`src/rtl/bshift_pkg.sv`:
```
package bshift_pkg;

  typedef enum logic [1:0] {
    SK_LSL = 2'b00,
    SK_LSR = 2'b01,
    SK_ASR = 2'b10,
    SK_ROR = 2'b11
  } shift_kind_e;

  typedef enum logic [1:0] {
    MODE_PASS  = 2'b00,
    MODE_RRX   = 2'b01,
    MODE_SHIFT = 2'b10
  } shift_mode_e;

endpackage

```
`src/rtl/bshift_amount_norm.sv`:
```
module bshift_amount_norm
  import bshift_pkg::*;
#(
  parameter int DATA_W = 32,
  parameter int AMT_W  = 8,
  parameter int CNT_W  = 8
) (
  input  shift_kind_e       kind_i,
  input  logic [AMT_W-1:0]  amount_i,
  input  logic              from_reg_i,
  output shift_mode_e       mode_o,
  output logic [CNT_W-1:0]  count_o
);
  localparam int LOG_W = $clog2(DATA_W);

  logic [LOG_W-1:0] imm_amt;
  assign imm_amt = amount_i[LOG_W-1:0];

  always_comb begin
    mode_o  = MODE_SHIFT;
    count_o = from_reg_i ? CNT_W'(amount_i) : CNT_W'(imm_amt);
    if (from_reg_i) begin
      if (amount_i == '0) mode_o = MODE_PASS;
    end else if (imm_amt == '0) begin
      // immediate zero is re-read per kind
      unique case (kind_i)
        SK_LSL:  mode_o = MODE_PASS;
        SK_ROR:  mode_o = MODE_RRX;
        default: count_o = CNT_W'(DATA_W);
      endcase
    end
  end

endmodule

```
`src/rtl/bshift_rotator.sv`:
```
module bshift_rotator #(
  parameter int DATA_W = 32,
  localparam int LOG_W = $clog2(DATA_W)
) (
  input  logic [DATA_W-1:0] data_i,
  input  logic [LOG_W-1:0]  rot_i,
  output logic [DATA_W-1:0] data_o
);
  // log-depth rotate right, one stage per count bit
  always_comb begin
    logic [DATA_W-1:0] cur;
    cur = data_i;
    for (int i = 0; i < LOG_W; i++) begin
      if (rot_i[i]) cur = (cur >> (1 << i)) | (cur << (DATA_W - (1 << i)));
    end
    data_o = cur;
  end

endmodule

```
`src/rtl/bshift_core.sv`:
```
module bshift_core
  import bshift_pkg::*;
#(
  parameter int DATA_W = 32,
  parameter int CNT_W  = 8
) (
  input  logic [DATA_W-1:0] value_i,
  input  shift_kind_e       kind_i,
  input  shift_mode_e       mode_i,
  input  logic [CNT_W-1:0]  count_i,
  input  logic              carry_i,
  output logic [DATA_W-1:0] result_o,
  output logic              carry_o
);
  localparam int LOG_W = $clog2(DATA_W);
  localparam logic [CNT_W-1:0] FULL_CNT = CNT_W'(DATA_W);

  logic [DATA_W-1:0] value_rev, rot_src, rot_out, low_mask, masked, masked_rev;
  logic [LOG_W-1:0]  rot_amt;
  logic              cnt_lt, cnt_eq, sign_b;

  // left shift reuses the right rotator on a bit-reversed word
  for (genvar g = 0; g < DATA_W; g++) begin : g_rev
    assign value_rev[g]  = value_i[DATA_W-1-g];
    assign masked_rev[g] = masked[DATA_W-1-g];
  end

  assign rot_amt  = count_i[LOG_W-1:0];
  assign rot_src  = (kind_i == SK_LSL) ? value_rev : value_i;
  assign low_mask = {DATA_W{1'b1}} >> rot_amt;
  assign masked   = rot_out & low_mask;
  assign cnt_lt   = count_i < FULL_CNT;
  assign cnt_eq   = count_i == FULL_CNT;
  assign sign_b   = value_i[DATA_W-1];

  bshift_rotator #(.DATA_W(DATA_W)) u_rot (
    .data_i (rot_src),
    .rot_i  (rot_amt),
    .data_o (rot_out)
  );

  always_comb begin
    result_o = value_i;
    carry_o  = carry_i;
    unique case (mode_i)
      MODE_PASS: ;
      MODE_RRX: begin
        result_o = {carry_i, value_i[DATA_W-1:1]};
        carry_o  = value_i[0];
      end
      default: begin
        unique case (kind_i)
          SK_LSL: begin
            if (cnt_lt) begin
              result_o = masked_rev;
              carry_o  = rot_out[DATA_W-1];
            end else begin
              result_o = '0;
              carry_o  = cnt_eq & value_i[0];
            end
          end
          SK_LSR: begin
            if (cnt_lt) begin
              result_o = masked;
              carry_o  = rot_out[DATA_W-1];
            end else begin
              result_o = '0;
              carry_o  = cnt_eq & sign_b;
            end
          end
          SK_ASR: begin
            if (cnt_lt) begin
              result_o = masked | ({DATA_W{sign_b}} & ~low_mask);
              carry_o  = rot_out[DATA_W-1];
            end else begin
              result_o = {DATA_W{sign_b}};
              carry_o  = sign_b;
            end
          end
          default: begin
            // counts that are a multiple of the width act as a full turn
            result_o = rot_out;
            carry_o  = rot_out[DATA_W-1];
          end
        endcase
      end
    endcase
  end

endmodule

```
`src/rtl/bshift_unit.sv`:
```
module bshift_unit
  import bshift_pkg::*;
#(
  parameter int DATA_W = 32,
  parameter int AMT_W  = 8
) (
  input  logic              clk_i,
  input  logic              rst_ni,
  input  logic              valid_i,
  input  logic [DATA_W-1:0] value_i,
  input  logic [1:0]        kind_i,
  input  logic [AMT_W-1:0]  amount_i,
  input  logic              amt_from_reg_i,
  input  logic              carry_i,
  output logic              valid_o,
  output logic [DATA_W-1:0] result_o,
  output logic              carry_o
);
  localparam int LOG_W = $clog2(DATA_W);
  localparam int CNT_W = (AMT_W > LOG_W) ? AMT_W : LOG_W + 1;
  localparam logic [CNT_W-1:0] FULL_CNT = CNT_W'(DATA_W);

  shift_kind_e       kind;
  shift_mode_e       mode;
  logic [CNT_W-1:0]  count;
  logic [DATA_W-1:0] res_d;
  logic              carry_d;

  assign kind = shift_kind_e'(kind_i);

  bshift_amount_norm #(.DATA_W(DATA_W), .AMT_W(AMT_W), .CNT_W(CNT_W)) u_norm (
    .kind_i     (kind),
    .amount_i   (amount_i),
    .from_reg_i (amt_from_reg_i),
    .mode_o     (mode),
    .count_o    (count)
  );

  bshift_core #(.DATA_W(DATA_W), .CNT_W(CNT_W)) u_core (
    .value_i  (value_i),
    .kind_i   (kind),
    .mode_i   (mode),
    .count_i  (count),
    .carry_i  (carry_i),
    .result_o (res_d),
    .carry_o  (carry_d)
  );

  always_ff @(posedge clk_i or negedge rst_ni) begin
    if (!rst_ni) begin
      valid_o  <= 1'b0;
      result_o <= '0;
      carry_o  <= 1'b0;
    end else begin
      valid_o <= valid_i;
      if (valid_i) begin
        result_o <= res_d;
        carry_o  <= carry_d;
      end
    end
  end

  a_r2_valid_follows: assert property (@(posedge clk_i) disable iff (!rst_ni)
    valid_i |=> valid_o);

  a_r2_idle_hold: assert property (@(posedge clk_i) disable iff (!rst_ni)
    !valid_i |=> !valid_o && $stable(result_o) && $stable(carry_o));

  a_r8_reg_zero_pass: assert property (@(posedge clk_i) disable iff (!rst_ni)
    valid_i && amt_from_reg_i && amount_i == '0
    |=> result_o == $past(value_i) && carry_o == $past(carry_i));

  a_r9_lsl_beyond: assert property (@(posedge clk_i) disable iff (!rst_ni)
    valid_i && amt_from_reg_i && kind_i == 2'b00 && CNT_W'(amount_i) > FULL_CNT
    |=> result_o == '0 && !carry_o);

  a_r11_asr_fill: assert property (@(posedge clk_i) disable iff (!rst_ni)
    valid_i && amt_from_reg_i && kind_i == 2'b10 && CNT_W'(amount_i) >= FULL_CNT
    |=> result_o == {DATA_W{$past(value_i[DATA_W-1])}}
        && carry_o == $past(value_i[DATA_W-1]));

  a_r7_rrx: assert property (@(posedge clk_i) disable iff (!rst_ni)
    valid_i && !amt_from_reg_i && kind_i == 2'b11 && amount_i[LOG_W-1:0] == '0
    |=> result_o[DATA_W-1] == $past(carry_i) && carry_o == $past(value_i[0]));

endmodule

```
`config.mk`:
```
export PLATFORM = sky130hd
export DESIGN_NAME = bshift_unit
export DESIGN_NICKNAME = d
export VERILOG_FILES = /design/src/rtl/bshift_pkg.sv /design/src/rtl/bshift_amount_norm.sv /design/src/rtl/bshift_rotator.sv /design/src/rtl/bshift_core.sv /design/src/rtl/bshift_unit.sv
export SDC_FILE = /design/constraint.sdc
export NUM_CORES = 1
export LEC_CHECK = 0
export ABC_AREA = 1
export ABC_CLOCK_PERIOD_IN_PS = 800
export CORE_ASPECT_RATIO = 1.4
export CORE_MARGIN = 4
export CORE_UTILIZATION = 32
export DETAILED_ROUTE_END_ITERATION = 12
export PLACE_DENSITY_LB_ADDON = 0.1
export SLEW_MARGIN = 25
export SYNTH_ARGS = -nofsm -noshare
export SYNTH_HDL_FRONTEND = slang
export SYNTH_HIERARCHICAL = 1
export SYNTH_SLANG_ARGS = --single-unit
```
`constraint.sdc`:
```
create_clock -name clk_i -period 0.8 [get_ports clk_i]
set_clock_uncertainty 0.05 [all_clocks]
set_input_delay 0.12 -clock clk_i [delete_from_list [all_inputs] [get_ports clk_i]]
set_output_delay 0.12 -clock clk_i [all_outputs]
set_load 0.01 [all_outputs]
```
; ---- After elaboration in Yosys (flattened, before gate mapping)
; Cells that the tools add are included.
[word_totals]
inputBits = 47
elab_cells = 50
out_inout_bits = 34
register_bits = 34
[classes]
n_reduce_logical = 5
magnitude_cmp = 1
eq_ne = 5
n_mux = 24
n_bitwise = 11
shift = 1
[ops]
columns = cell, n
row1 = 32-bit two-way mux, 9
row2 = 32-bit one-hot mux with 3 select lines, 1
row3 = 32-bit bitwise AND, 2
row4 = 32-bit one-hot mux with 2 select lines, 1
row5 = 8-bit two-way mux, 4
row6 = 32-bit NOT, 1
row7 = 16-bit by 32-bit OR with 32-bit output, 1
row8 = 24-bit by 32-bit OR with 32-bit output, 1
row9 = 28-bit by 32-bit OR with 32-bit output, 1
row10 = 30-bit by 32-bit OR with 32-bit output, 1
row11 = 31-bit by 32-bit OR with 32-bit output, 1
row12 = 32-bit OR, 1
row13 = "32-bit by 5-bit >> shifter with 32-bit output, first input constant", 1
row14 = "8-bit by 6-bit equality test with 1-bit output, second input constant", 1
row15 = 8-bit logical NOT, 1
row16 = "8-bit by 6-bit < comparator with 1-bit output, second input constant", 1
row17 = 2-bit two-way mux, 3
row18 = 5-bit logical NOT, 1
row19 = "2-bit by 1-bit equality test with 1-bit output, second input constant", 2
row20 = "2-bit equality test, second input constant", 2
row21 = 2-bit logical NOT, 2
row22 = 2-bit one-hot mux with 2 select lines, 1
row23 = 1-bit two-way mux, 3
row24 = 1-bit one-hot mux with 3 select lines, 1
row25 = other kinds (3), 4

; ---- Depth between registers and ports, before layout
[logic_depth]
ltp_word = 19
ltp_mapped = 21
mapped_depth_nobuf = 19

; ---- By module
; The synthesis kept the hierarchy.
[modules_own_cells]
columns = module, seq_area_each_um2, cells_per_inst, n_inst, area_per_inst_um2
row1 = bshift_core, 0.0, 592, 1, 2721.4
row2 = bshift_rotator, 0.0, 392, 1, 2343.5
row3 = bshift_unit, 850.8, 141, 1, 1330.0
row4 = bshift_amount_norm, 0.0, 27, 1, 121.4

; ---- Worst setup path before layout
; OpenSTA, ideal clock, no wires.
[synth_path]
path_type = input to register
from = input port kind_i[1]
to = register result_o[26]
setup_ps = 65
slack_ps = -1425
path_stages = 19
t_arrival_ps = 2110
path_buffers = 2
required_ps = 685
cell_sequence = nor2_1 > buf_2 > buf_2 > nand2_1 > o21ai_0 > nand2_1 > nand3_2 > nand3_1 > nand3_1 > nand3_1 > nand2_1 > inv_1 > nor3_1 > nand3_1 > nand2_1 > nor2_1 > o21bai_1 > nand2_1 > nand2_1
[synth_via]
word_cells_on_any_way = 35
cone_classes = 1 x order compare / 4 x eq/ne / 1 x shift / 17 x mux / 9 x bitwise / 3 x reduce/logical
[synth_lines]
columns = item, line_no
row1 = "start, declared", bshift_unit.sv:11  ; input logic [1:0] kind_i,
row2 = 2-bit logical NOT (*), bshift_core.sv:29  ; assign rot_src = (kind_i == SK_LSL) ? value_rev : value_i;
row3 = 32-bit two-way mux (*), bshift_core.sv:29
row4 = via u_core.rot_src[19], bshift_core.sv:18  ; logic [DATA_W-1:0] value_rev, rot_src, rot_out, low_mask, masked, masked_rev;
row5 = 31-bit by 32-bit OR with 32-bit output (*), bshift_rotator.sv:14  ; if (rot_i[i]) cur = (cur >> (1 << i)) | (cur << (DATA_W - (1 << i)));
row6 = 32-bit two-way mux (*) (3 in a row), bshift_rotator.sv:14
row7 = 24-bit by 32-bit OR with 32-bit output (*), bshift_rotator.sv:14
row8 = 32-bit two-way mux (*), bshift_rotator.sv:14
row9 = 16-bit by 32-bit OR with 32-bit output (*), bshift_rotator.sv:14
row10 = 32-bit two-way mux (*), bshift_rotator.sv:14
row11 = via u_core.rot_out[26], bshift_core.sv:18
row12 = 32-bit bitwise AND, bshift_core.sv:31  ; assign masked = rot_out & low_mask;
row13 = 32-bit OR, bshift_core.sv:73  ; result_o = masked | ({DATA_W{sign_b}} & ~low_mask);
row14 = 32-bit two-way mux, bshift_core.sv:72  ; if (cnt_lt) begin
row15 = 32-bit one-hot mux with 3 select lines (*), bshift_core.sv:52  ; unique case (kind_i)
row16 = 32-bit one-hot mux with 2 select lines (*), bshift_core.sv:45  ; unique case (mode_i)
row17 = via res_d[26], bshift_unit.sv:26  ; logic [DATA_W-1:0] res_d;
row18 = "end signal, assigned", bshift_unit.sv:57  ; result_o <= res_d;
row19 = "end, declared", bshift_unit.sv:16  ; output logic [DATA_W-1:0] result_o,
; The timed path passes the listed nets; every way through them passes the cells marked *.
; A chain may end at the register's enable or synchronous reset.

; ---- Worst setup path in the final report
[layout_path]
from = input port kind_i[1]
to = register result_o[12]
[layout_via]
word_cells_on_any_way = 35
cone_classes = 1 x order compare / 4 x eq/ne / 1 x shift / 17 x mux / 9 x bitwise / 3 x reduce/logical
[layout_lines]
columns = item, line_no
row1 = 2-bit logical NOT (*), bshift_core.sv:29
row2 = 32-bit two-way mux (*), bshift_core.sv:29
row3 = via u_core.rot_src[13], bshift_core.sv:18
row4 = 31-bit by 32-bit OR with 32-bit output (*), bshift_rotator.sv:14
row5 = 32-bit two-way mux (*) (5 in a row), bshift_rotator.sv:14
row6 = via u_core.rot_out[12], bshift_core.sv:18
row7 = 32-bit bitwise AND, bshift_core.sv:31
row8 = 32-bit OR, bshift_core.sv:73
row9 = 32-bit two-way mux, bshift_core.sv:72
row10 = 32-bit one-hot mux with 3 select lines (*), bshift_core.sv:52
row11 = 32-bit one-hot mux with 2 select lines (*), bshift_core.sv:45
row12 = via res_d[12], bshift_unit.sv:26
; Marked as above.

==> qor.yml <==
critical_path:
  critPathBufInv: 6
  cp_num_cells: 20
  critPathRequiredTime_ns: 0.97
  crit_slowest_cell: "nor2_4"
  crit_path_end: "result_o[12]"
  crit_path_max_incr_delay_ns: 0.19
  crit_top_cell: "nand2_1"
  crit_type: "input port to register"
  r2r_setup_slack_ns: -0.09
  crit_family: "simple AND/OR/NAND/NOR gates"
  path_max_fanout: 6
  crit_chain: "buf_8, nor2_4, buf_6, buf_12, buf_16, nand2_1, o21ai_2, nand2_2, nand3_2, nand3_2, nand3_2, nand3_1, nand2_1, inv_2, buf_4, a21oi_1, o21ai_2, nand2_1, nand2_1, nand2_1"
  rr_worst_depth: 4
  r2r-start: "result_o[8]"
  arrival_ns: 2.47
  cp-end-kind: "register"
  worstSetupStartpointType: "input port"
  startpoint: "kind_i[1]"
  reg2reg_to: "result_o[8]"
sta:
  fin_ws_ns: -1.501
  tightest_slew_ns: 0.4117
  max-slew-margin-rel_pct: 72.27
  fmax_mhz: 434.7
  hold_ws_ns: 0.1817
  drv_slew: 0
  finalCritPeriodShare_pct: 287.6
  fin_crit_ns: 2.301
  finalHoldViolations: 0
  rsz0062_at_grt: "true"
  setup-violations-final: 67
synth:
  synthTopCellsByArea: "nand2_1 (19%), nand3_1 (19%), dfrtp_1 (13%), nand3_2 (9.7%), inv_1 (5.3%)"
  synth_area_sq_um: 6516
  async_flop_share_pct: 100.0
  synth-warning-count: 6
  synth_seq_cells: 34
  synthDistinctLibCells: 32
  synth-main-ff-cell: "dfrtp_1"
  syn_area_per_cell_sq_um: 5.656
  synth_edf_count: 0
  seq_area_frac_synth_pct: 13.06
  synthCells: 1152
  synth_largest_area_cell: "nand2_1"
  netlist.area_leader.share_pct: 19.41
  syn_nets: 1200
status:
  status: "finished with violations"
  failed_checks: "negative setup slack"
finish:
  post-route-util_pct: 56.94
  final_common_cell: "nand2_1"
  nets: 1460
  mostFrequentLayoutCells: "nand2_1 (260), buf_4 (208), nand3_2 (135), nand3_1 (117), nand2_2 (97)"
  antenna_cells: 0
  drive_gt1_share_pct: 49.50
  areaGrowthSynthToFinish_pct: 74.06
detailed_routing:
  drt_wl_total_mm: 34.81
  antenna_left: 0
  num_vias: 9299
  drtPass1Iterations: 6
  avgRoutedWirePerCell_um: 20.92
  drc: 0
  vias_per_cell: 5.588
  drt_iter0_drc: 621
clock_network:
  insertion_delay_ns: 0.28
  clk_path_buf_depth: 2
  htree_num_levels: 2
  cts.sinks: 34
  cts-root-buf: "clkbuf_16"
  path_clk_slew_ns: 0.05
  numCtsBuffers: 5
  cts_tree: "yes"
grt:
  first_global_vias: 8868
  grt_pass1_wl_mm: 50.85
  grt_usage_pct: 28.99
  gr-total-overflow: 0
  antenna_found_initial: 0
  grt_max_degree: 38
job:
  maxCapViolCount: 0
floorplanning:
  start_util_pct: 32.71
  die_w_um: 128.6
  die_y_um: 176.8
  row_count: 61
  core_sq_um: 19920
  ios: 81
  dieArea_sq_um: 22740
placement:
  finalWeightedCongestion: 1.009
  port_buffers: 80
  dp_hpwl_mm: 25.21
power:
  finalPower_uw: 12170
  leakage_uw: 0.005520
  powerDensity_nw_per_um2: 1073
  vdd_drop_max_uv: 727.2
min_path:
  min_path_type: "input port to async pin"
per-layer routing:
layer  routed length, um  global-route usage (%)  up-vias  share of wire [%]
met1               12650                   33.08     4338                 36
met2               16760                   50.52      461                 48
met5                   0                       0        -                  0
met4                3269                   19.75        0                9.4
li1                    -                       -     4338                  -
met3                2122                   2.627      162                6.1
how the worst min path moves through the flow:
stage                 startpoint      endpoint
floorplan                 rst_ni       carry_o
global placement    result_o[13]  result_o[13]
detailed placement  result_o[13]  result_o[13]
CTS                       rst_ni  result_o[24]
global route              rst_ni  result_o[11]
finish                    rst_ni  result_o[11]
metrics by stage:
stage / setup TNS (ns) / area, sq um / instances / worst slack [ns]
6_report: -50.88 / 11340 / 1664 / -1.501
5_1_grt: -56.56 / 11340 / 1664 / -1.592
4_1_cts: -49.08 / 10510 / 1657 / -1.373
3_5_place_dp: -75.61 / 9094 / 1610 / -2.291
3_3_place_gp: -75.44 / 9094 / 1610 / -2.286
2_1_floorplan: -32.37 / 6684 / 1152 / -1.047
registers in the layout, indices dropped and copies added (netlist names):
| signal | flops |
|---|---|
| carry_o | 1 |
| valid_o | 1 |
| result_o | 32 |
layout make-up:
class / count / area [sq um]
Clock inverter: 1 / 30.03
Sequential cell: 34 / 850.8
Inverter: 98 / 391.6
Timing Repair Buffer: 340 / 3271
Fill cell: 1876 / 8578
Clock buffer: 6 / 138.9
Multi-Input combinational cell: 932 / 6334
Timing Repair inverter: 1 / 11.26
Tap cell: 252 / 315.3
what timing repair did:
item,in CTS,in global routing
setup buffers,30,12
resized for setup,363,160
pin swaps,66,111
setup endpoints to repair,67,68
hold buffers,0,0
gates cloned,10,0
kinds of logic after synthesis:
| group | share of synthesized area, % |
|---|---|
| simple gates | 61.25 |
| buf+inv | 14.48 |
| compound gates | 11.02 |
| flops | 13.06 |
| fa+ha+maj | 0.1920 |
worst reg2reg max path, stage by stage, from the launching register on:
cell	delay, ns
dfrtp_1	0.39
buf_4	0.13
buf_4	0.12
nand2_2	0.05
nand2_1	0.04
power by group:
group | total [uW] | internal [uW] | switching [uW] | leakage (uW)
sequential | 2080 | 1950 | 132 | 0.000431
clock | 2270 | 1540 | 737 | 0.0000829
combinational | 7810 | 3330 | 4480 | 0.00501
total | 12200 | 6820 | 5350 | 0.00552
synthesized netlist by cell type, drive strengths merged, types with 2 or more instances:
library cell  instances
a21oi                18
nor3                  6
o211ai                2
nor2                 94
o21ai                62
nand4                14
buf                  64
o22ai                33
nand2               381
inv                  98
nand3               307
clkbuf               24
dfrtp                34
o21bai               12
Power figures use the tool's default switching activity.
